## config.mk

```make
export PLATFORM = sky130hd
export DESIGN_NAME = hdlc_tx_framer
export DESIGN_NICKNAME = d
export VERILOG_FILES = /design/src/rtl/hdlc_tx_pkg.sv /design/src/rtl/hdlc_tx_crc.sv /design/src/rtl/hdlc_tx_stuffer.sv /design/src/rtl/hdlc_tx_seq.sv /design/src/rtl/hdlc_tx_framer.sv
export SDC_FILE = /design/constraint.sdc
export NUM_CORES = 1
export LEC_CHECK = 0
export CORE_ASPECT_RATIO = 0.9
export CORE_MARGIN = 2
export CORE_UTILIZATION = 55
export CTS_CLUSTER_SIZE = 12
export DETAILED_ROUTE_END_ITERATION = 8
export DONT_BUFFER_PORTS = 1
export PLACE_DENSITY = 0.73
export SLEW_MARGIN = 20
export SYNTH_ARGS = -nofsm -noshare
export SYNTH_HDL_FRONTEND = slang
export SYNTH_SLANG_ARGS = --single-unit
```

## constraint.sdc

```tcl
create_clock -name tx_clk -period 1.4 [get_ports tx_clk]
set_input_delay 0.14 -clock tx_clk [delete_from_list [all_inputs] [get_ports tx_clk]]
set_output_delay 0.14 -clock tx_clk [all_outputs]
set_load 0.005 [all_outputs]
```

## src/rtl/hdlc_tx_pkg.sv

```systemverilog
package hdlc_tx_pkg;

  // Frame sequencer phases
  typedef enum logic [1:0] {
    M_FLAG  = 2'd0,
    M_DATA  = 2'd1,
    M_FCS   = 2'd2,
    M_ABORT = 2'd3
  } tx_mode_t;

  localparam int          CRC_W     = 16;
  localparam logic [7:0]  FLAG_CHAR = 8'h7E;
  localparam logic [CRC_W-1:0] CRC_POLY_R = 16'h8408;
  localparam logic [CRC_W-1:0] CRC_SEED   = 16'hFFFF;

  // One LSB-first CRC step
  function automatic logic [CRC_W-1:0] crc_step(input logic [CRC_W-1:0] c,
                                                input logic             b);
    logic fb;
    fb = c[0] ^ b;
    crc_step = (c >> 1) ^ (fb ? CRC_POLY_R : '0);
  endfunction

endpackage

```

## src/rtl/hdlc_tx_crc.sv

```systemverilog
module hdlc_tx_crc
  import hdlc_tx_pkg::*;
(
  input  logic             clk,
  input  logic             rst_n,
  input  logic             clr,
  input  logic             en,
  input  logic             bit_in,
  output logic [CRC_W-1:0] crc_nxt
);

  logic [CRC_W-1:0] crc_q;
  logic [CRC_W-1:0] crc_d;

  assign crc_nxt = crc_step(crc_q, bit_in);

  always_comb begin
    crc_d = crc_q;
    if (clr)     crc_d = CRC_SEED;
    else if (en) crc_d = crc_nxt;
  end

  always_ff @(posedge clk or negedge rst_n) begin
    if (!rst_n) crc_q <= CRC_SEED;
    else        crc_q <= crc_d;
  end

  // a new frame always starts from the seed value
  clr_seed_chk: assert property (@(posedge clk) disable iff (!rst_n)
    clr |=> (crc_q == CRC_SEED));

endmodule

```

## src/rtl/hdlc_tx_stuffer.sv

```systemverilog
module hdlc_tx_stuffer #(
  parameter int STUFF_RUN = 5
) (
  input  logic clk,
  input  logic rst_n,
  input  logic raw_bit,
  input  logic stuffable,
  output logic stuff_now,
  output logic ser_out
);

  localparam int ONES_W = $clog2(STUFF_RUN + 1);
  localparam logic [ONES_W-1:0] RUN_MAX = ONES_W'(STUFF_RUN);

  logic [ONES_W-1:0] ones_q, ones_d;
  logic              ser_q, ser_d;

  assign stuff_now = (ones_q == RUN_MAX);
  assign ser_out   = ser_q;

  always_comb begin
    if (stuff_now) begin
      ser_d  = 1'b0;
      ones_d = '0;
    end else begin
      ser_d  = raw_bit;
      ones_d = (stuffable && raw_bit) ? ones_q + ONES_W'(1) : '0;
    end
  end

  always_ff @(posedge clk or negedge rst_n) begin
    if (!rst_n) begin
      ones_q <= '0;
      ser_q  <= 1'b1;
    end else begin
      ones_q <= ones_d;
      ser_q  <= ser_d;
    end
  end


  stuff_zero_chk: assert property (@(posedge clk) disable iff (!rst_n)
    (ones_q == RUN_MAX) |=> !ser_q);


  ones_bound_chk: assert property (@(posedge clk) disable iff (!rst_n)
    ones_q <= RUN_MAX);

endmodule

```

## src/rtl/hdlc_tx_seq.sv

```systemverilog
module hdlc_tx_seq
  import hdlc_tx_pkg::*;
#(
  parameter int BYTE_W    = 8,
  parameter int ABORT_LEN = 7
) (
  input  logic              clk,
  input  logic              rst_n,
  input  logic [BYTE_W-1:0] in_data,
  input  logic              in_valid,
  input  logic              in_last,
  output logic              in_ready,
  input  logic              stuff_now,
  input  logic [CRC_W-1:0]  crc_nxt,
  output logic              raw_bit,
  output logic              stuffable,
  output logic              crc_clr,
  output logic              crc_en,
  output logic              abort_active
);

  localparam int SH_W  = (CRC_W > BYTE_W) ? CRC_W : BYTE_W;
  localparam int CNT_W = $clog2(SH_W);
  localparam int FI_W  = $clog2(BYTE_W);
  localparam logic [CNT_W-1:0] BYTE_LAST  = CNT_W'(BYTE_W - 1);
  localparam logic [CNT_W-1:0] FCS_LAST   = CNT_W'(CRC_W - 1);
  localparam logic [CNT_W-1:0] ABORT_LAST = CNT_W'(ABORT_LEN - 1);

  tx_mode_t          mode_q, mode_d;
  logic [CNT_W-1:0]  cnt_q, cnt_d;
  logic [SH_W-1:0]   sh_q, sh_d;
  logic              last_q, last_d;
  logic              adv;

  assign adv          = !stuff_now;
  assign abort_active = (mode_q == M_ABORT);

  assign in_ready = adv && (cnt_q == BYTE_LAST) &&
                    ((mode_q == M_FLAG) || ((mode_q == M_DATA) && !last_q));

  always_comb begin
    mode_d    = mode_q;
    cnt_d     = cnt_q;
    sh_d      = sh_q;
    last_d    = last_q;
    raw_bit   = 1'b1;
    stuffable = 1'b0;
    crc_clr   = 1'b0;
    crc_en    = 1'b0;
    unique case (mode_q)
      M_FLAG: begin
        raw_bit = FLAG_CHAR[cnt_q[FI_W-1:0]];
        if (adv) begin
          cnt_d = cnt_q + CNT_W'(1);
          if (cnt_q == BYTE_LAST) begin
            cnt_d = '0;
            if (in_valid) begin
              mode_d  = M_DATA;
              sh_d    = SH_W'(in_data);
              last_d  = in_last;
              crc_clr = 1'b1;
            end
          end
        end
      end
      M_DATA: begin
        raw_bit   = sh_q[0];
        stuffable = 1'b1;
        if (adv) begin
          crc_en = 1'b1;
          sh_d   = sh_q >> 1;
          cnt_d  = cnt_q + CNT_W'(1);
          if (cnt_q == BYTE_LAST) begin
            cnt_d = '0;
            if (last_q) begin
              mode_d = M_FCS;
              sh_d   = SH_W'(~crc_nxt);
            end else if (in_valid) begin
              sh_d   = SH_W'(in_data);
              last_d = in_last;
            end else begin
              mode_d = M_ABORT;
            end
          end
        end
      end
      M_FCS: begin
        raw_bit   = sh_q[0];
        stuffable = 1'b1;
        if (adv) begin
          sh_d  = sh_q >> 1;
          cnt_d = cnt_q + CNT_W'(1);
          if (cnt_q == FCS_LAST) begin
            cnt_d  = '0;
            mode_d = M_FLAG;
          end
        end
      end
      M_ABORT: begin
        raw_bit = 1'b1;
        if (adv) begin
          cnt_d = cnt_q + CNT_W'(1);
          if (cnt_q == ABORT_LAST) begin
            cnt_d  = '0;
            mode_d = M_FLAG;
          end
        end
      end
      default: mode_d = M_FLAG;
    endcase
  end

  always_ff @(posedge clk or negedge rst_n) begin
    if (!rst_n) begin
      mode_q <= M_FLAG;
      cnt_q  <= '0;
      sh_q   <= '0;
      last_q <= 1'b0;
    end else begin
      mode_q <= mode_d;
      cnt_q  <= cnt_d;
      sh_q   <= sh_d;
      last_q <= last_d;
    end
  end


  byte_load_chk: assert property (@(posedge clk) disable iff (!rst_n)
    (in_ready && in_valid) |=> (mode_q == M_DATA && cnt_q == '0));


  abort_entry_chk: assert property (@(posedge clk) disable iff (!rst_n)
    (mode_q == M_DATA && in_ready && !in_valid) |=> (mode_q == M_ABORT));


  fcs_len_chk: assert property (@(posedge clk) disable iff (!rst_n)
    (mode_q == M_FLAG && $past(mode_q) == M_FCS) |-> ($past(cnt_q) == FCS_LAST));


  closing_flag_chk: assert property (@(posedge clk) disable iff (!rst_n)
    (mode_q == M_FCS && cnt_q == FCS_LAST && adv) |=> (mode_q == M_FLAG && cnt_q == '0));

endmodule

```

## src/rtl/hdlc_tx_framer.sv

```systemverilog
module hdlc_tx_framer
  import hdlc_tx_pkg::*;
#(
  parameter int BYTE_W    = 8,
  parameter int STUFF_RUN = 5,
  parameter int ABORT_LEN = 7
) (
  input  logic              tx_clk,
  input  logic              tx_rst_n,
  input  logic [BYTE_W-1:0] in_data,
  input  logic              in_valid,
  input  logic              in_last,
  output logic              in_ready,
  output logic              ser_out
);

  logic [1:0]       rst_pipe;
  logic             rst_s_n;
  logic             raw_bit, stuffable, stuff_now;
  logic             crc_clr, crc_en, abort_active;
  logic [CRC_W-1:0] crc_nxt;

  // asynchronous assert, synchronous release
  always_ff @(posedge tx_clk or negedge tx_rst_n) begin
    if (!tx_rst_n) rst_pipe <= 2'b00;
    else           rst_pipe <= {rst_pipe[0], 1'b1};
  end
  assign rst_s_n = rst_pipe[1];

  hdlc_tx_seq #(.BYTE_W(BYTE_W), .ABORT_LEN(ABORT_LEN)) seq_i (
    .clk          (tx_clk),
    .rst_n        (rst_s_n),
    .in_data      (in_data),
    .in_valid     (in_valid),
    .in_last      (in_last),
    .in_ready     (in_ready),
    .stuff_now    (stuff_now),
    .crc_nxt      (crc_nxt),
    .raw_bit      (raw_bit),
    .stuffable    (stuffable),
    .crc_clr      (crc_clr),
    .crc_en       (crc_en),
    .abort_active (abort_active)
  );

  hdlc_tx_crc crc_i (
    .clk     (tx_clk),
    .rst_n   (rst_s_n),
    .clr     (crc_clr),
    .en      (crc_en),
    .bit_in  (raw_bit),
    .crc_nxt (crc_nxt)
  );

  hdlc_tx_stuffer #(.STUFF_RUN(STUFF_RUN)) stuff_i (
    .clk       (tx_clk),
    .rst_n     (rst_s_n),
    .raw_bit   (raw_bit),
    .stuffable (stuffable),
    .stuff_now (stuff_now),
    .ser_out   (ser_out)
  );


  abort_ones_chk: assert property (@(posedge tx_clk) disable iff (!rst_s_n)
    (abort_active && !stuff_now) |=> ser_out);


  reset_ready_chk: assert property (@(posedge tx_clk)
    !rst_s_n |-> !in_ready);

endmodule

```

==> results.yml <==
logic_synthesis:
  synthCells: 270
  mappedNetlistArea_mm2: 0.00249
  ys_async_sr_fraction_pct: 100
  post_synth.cell_area_avg_um2: 9.24
  ys_types: 49
  synth-edff-count: 0
  synth_top_cells_by_area: "dfrtp_1, dfstp_2, nand2_1"
  yosysWarningCount: 0
  ys.flop_type: "dfrtp_1"
  synth_top_area_cell: "dfrtp_1"
  synth_nets: 292
  ys_seq_area_share_pct: 46.0
  synth_top_area_share_pct: 28.1
  synth-seq-cells: 45
clocking:
  cts_sinks: 45
  clockBufferDepth: 2
  numCtsBuffers: 5
  path_clk_slew_ps: 100
  cts-root-buf: "clkbuf_8"
  h-tree-depth: 2
  clk_latency_ps: 320
  cts_tree: "done"
floorplan:
  die_x_um: 75.0
  ios: 14
  dieArea_mm2: 0.00509
  rows: 23
  start_util_pct: 56.6
  die_h_um: 67.9
  core_mm2: 0.00440
sta:
  setup_tns_ps: -16070
  hold_viol: 0
  grt_setup_unrepaired: "yes"
  fin_skew_ps: 5.85
  maxSlewViolCount: 0
  worst_slew_pin_slew_ps: 537
  setup_viol: 44
  min_period_ps: 1980
  fin_ws_ps: -581
  relSlewSlack_pct: 63.9
  fmax_ghz: 0.505
  hold_slack_ps: 2.11
  period_share_pct: 141
cells_and_area:
  antenna_cells: 0
  synthToLayoutAreaGrowth_pct: 59.5
  final_cell_mix: "nand2_1, buf_4, dfrtp_1, buf_6, dfstp_2"
  nets: 362
  layout-drive-gt1-share_pct: 55.7
  mostFrequentLayoutCell: "nand2_1"
  final_util_pct: 90.3
setup_path:
  critPathMaxFanout: 4
  cp.arrival_ps: 2190
  reg2reg_from: "seq_i.mode_q[0]"
  crit_type: "reg2reg"
  critPathLaunchType: "flop"
  critPathCaptureType: "flop"
  crit_start: "seq_i.mode_q[0]"
  crit_required_ps: 1610
job:
  max_cap_viol_count: 0
detailed_routing:
  wl_per_cell_um: 24.1
  viasPerCell: 6.62
  num_vias: 2669
  drt-total-wl_um: 9700
  ant_nets: 0
  firstDrtPassIters: 7
  dr.first_iter.drc_count: 272
  post-route-drc-count: 0
placement:
  port_buffers: 0
  dp.final_hpwl_um: 4320
  gp_congestion: 0.842
  place_ws_ps: -476
global_route:
  grt-ovfl-total: 0
  antenna_found_initial: 0
  grt_first_pass_wirelength_um: 12600
  grt_pass1_vias: 2475
  grt_max_degree: 44
  grt_usage_pct: 34.8
run_status:
  failed_checks: "negative setup slack"
  outcome: "finished, violations left"
worst_hold_path:
  min_path_type: "in2reg"
  hold_start: "in_data[0]"
power_and_ir_drop:
  power_density_mw_per_mm2: 2960
  totalPowerFinal_uw: 11800
  leakage_uw: 0.00177
  ir_worst_vdd_mv: 2.06
## worst paths after layout
kind	end	slack, ps	cells after the start
max in group asynchronous	stuff_i.ser_out	880	1
min in group asynchronous	rst_pipe[0]	30	1
worst min register to register	seq_i.sh_q[9]	240	1
worst max register to register	seq_i.sh_q[15]	-580	8
worst min-delay path	seq_i.sh_q[0]	2	2
worst max-delay path	seq_i.sh_q[15]	-580	8
## kinds of logic (layout without fill, tap and decap cells)
logic type	after synthesis	count (layout)	share of synthesized area, %
AOI/OAI and AO/OA	72	73	21.5
xor gates and xnor gates	7	7	2.46
adders and majority gates	10	10	5.02
buffers and inverters	24	94	3.81
DFF	45	45	46.0
muxes	4	4	1.86
other	1	1	0.150
and+or+nand+nor	107	107	19.2
## state kept, by name, summed over array words and instances (netlist names)
| register | count |
|---|---|
| crc_i.crc_q | 16 |
| rst_pipe | 2 |
| seq_i.cnt_q | 4 |
| seq_i.last_q | 1 |
| seq_i.mode_q | 2 |
| seq_i.sh_q | 16 |
| stuff_i.ones_q | 3 |
| stuff_i.ser_out | 1 |
## power by group
group	internal (uW)	leakage, uW	switching (uW)
Sequential	1950	0.000534	597
Combinational	3950	0.00117	4020
Clock	719	0.0000687	537
## per-layer routing
layer  track usage [%]  routed length, um
met1              44.1               3610
met2              55.4               4820
met3              9.13                879
met4              17.2                386
met5                 0                  0
## per-stage QoR
stage	std cells	cell area (um2)
2_1_floorplan	270	2660
3_3_place_gp	368	3060
3_5_place_dp	368	3060
4_1_cts	395	3680
5_1_grt	403	3980
6_report	403	3980
## cell usage after synthesis (all sizes together), types with 2 or more instances
master   count
xnor2        6
nand2       58
a22o         7
ha          10
dfrtp       28
a311oi       2
inv         11
nand3b       2
o2bb2ai      8
mux2         2
a21o         4
and3         4
a2bb2oi      5
nand3       18
nor3         2
nand2b       2
o211ai       7
nor2        15
a211oi       2
clkbuf       9
mux2i        2
a21oi        5
dfstp       17
buf          4
o21ai       21
## critical path: stages (launching register included)
cell and delay, ps:
dfrtp_2 490, inv_4 120, ha_4 220, a211oi_4 280
a21oi_4 90, buf_6 150, buf_6 120, xnor2_4 120
a32o_1 270
## cell type report
type                    count  area (um2)
clock buffers               5        68.8
clock inverters             3        68.8
fillers                   146         425
inverters                  11        48.8
multi-input cells         202        1790
flip-flops and latches     45        1150
well taps                  62        77.6
repair buffers             75         767
## repair_timing
action	in CTS	in global routing
setup buffers	10	12
pin swaps	38	32
gates resized for setup	88	54
hold endpoints to repair	6	0
hold buffers	5	0
setup endpoints to repair	44	44
cloned	4	1
No activity file was read; power rests on OpenSTA's default activity.
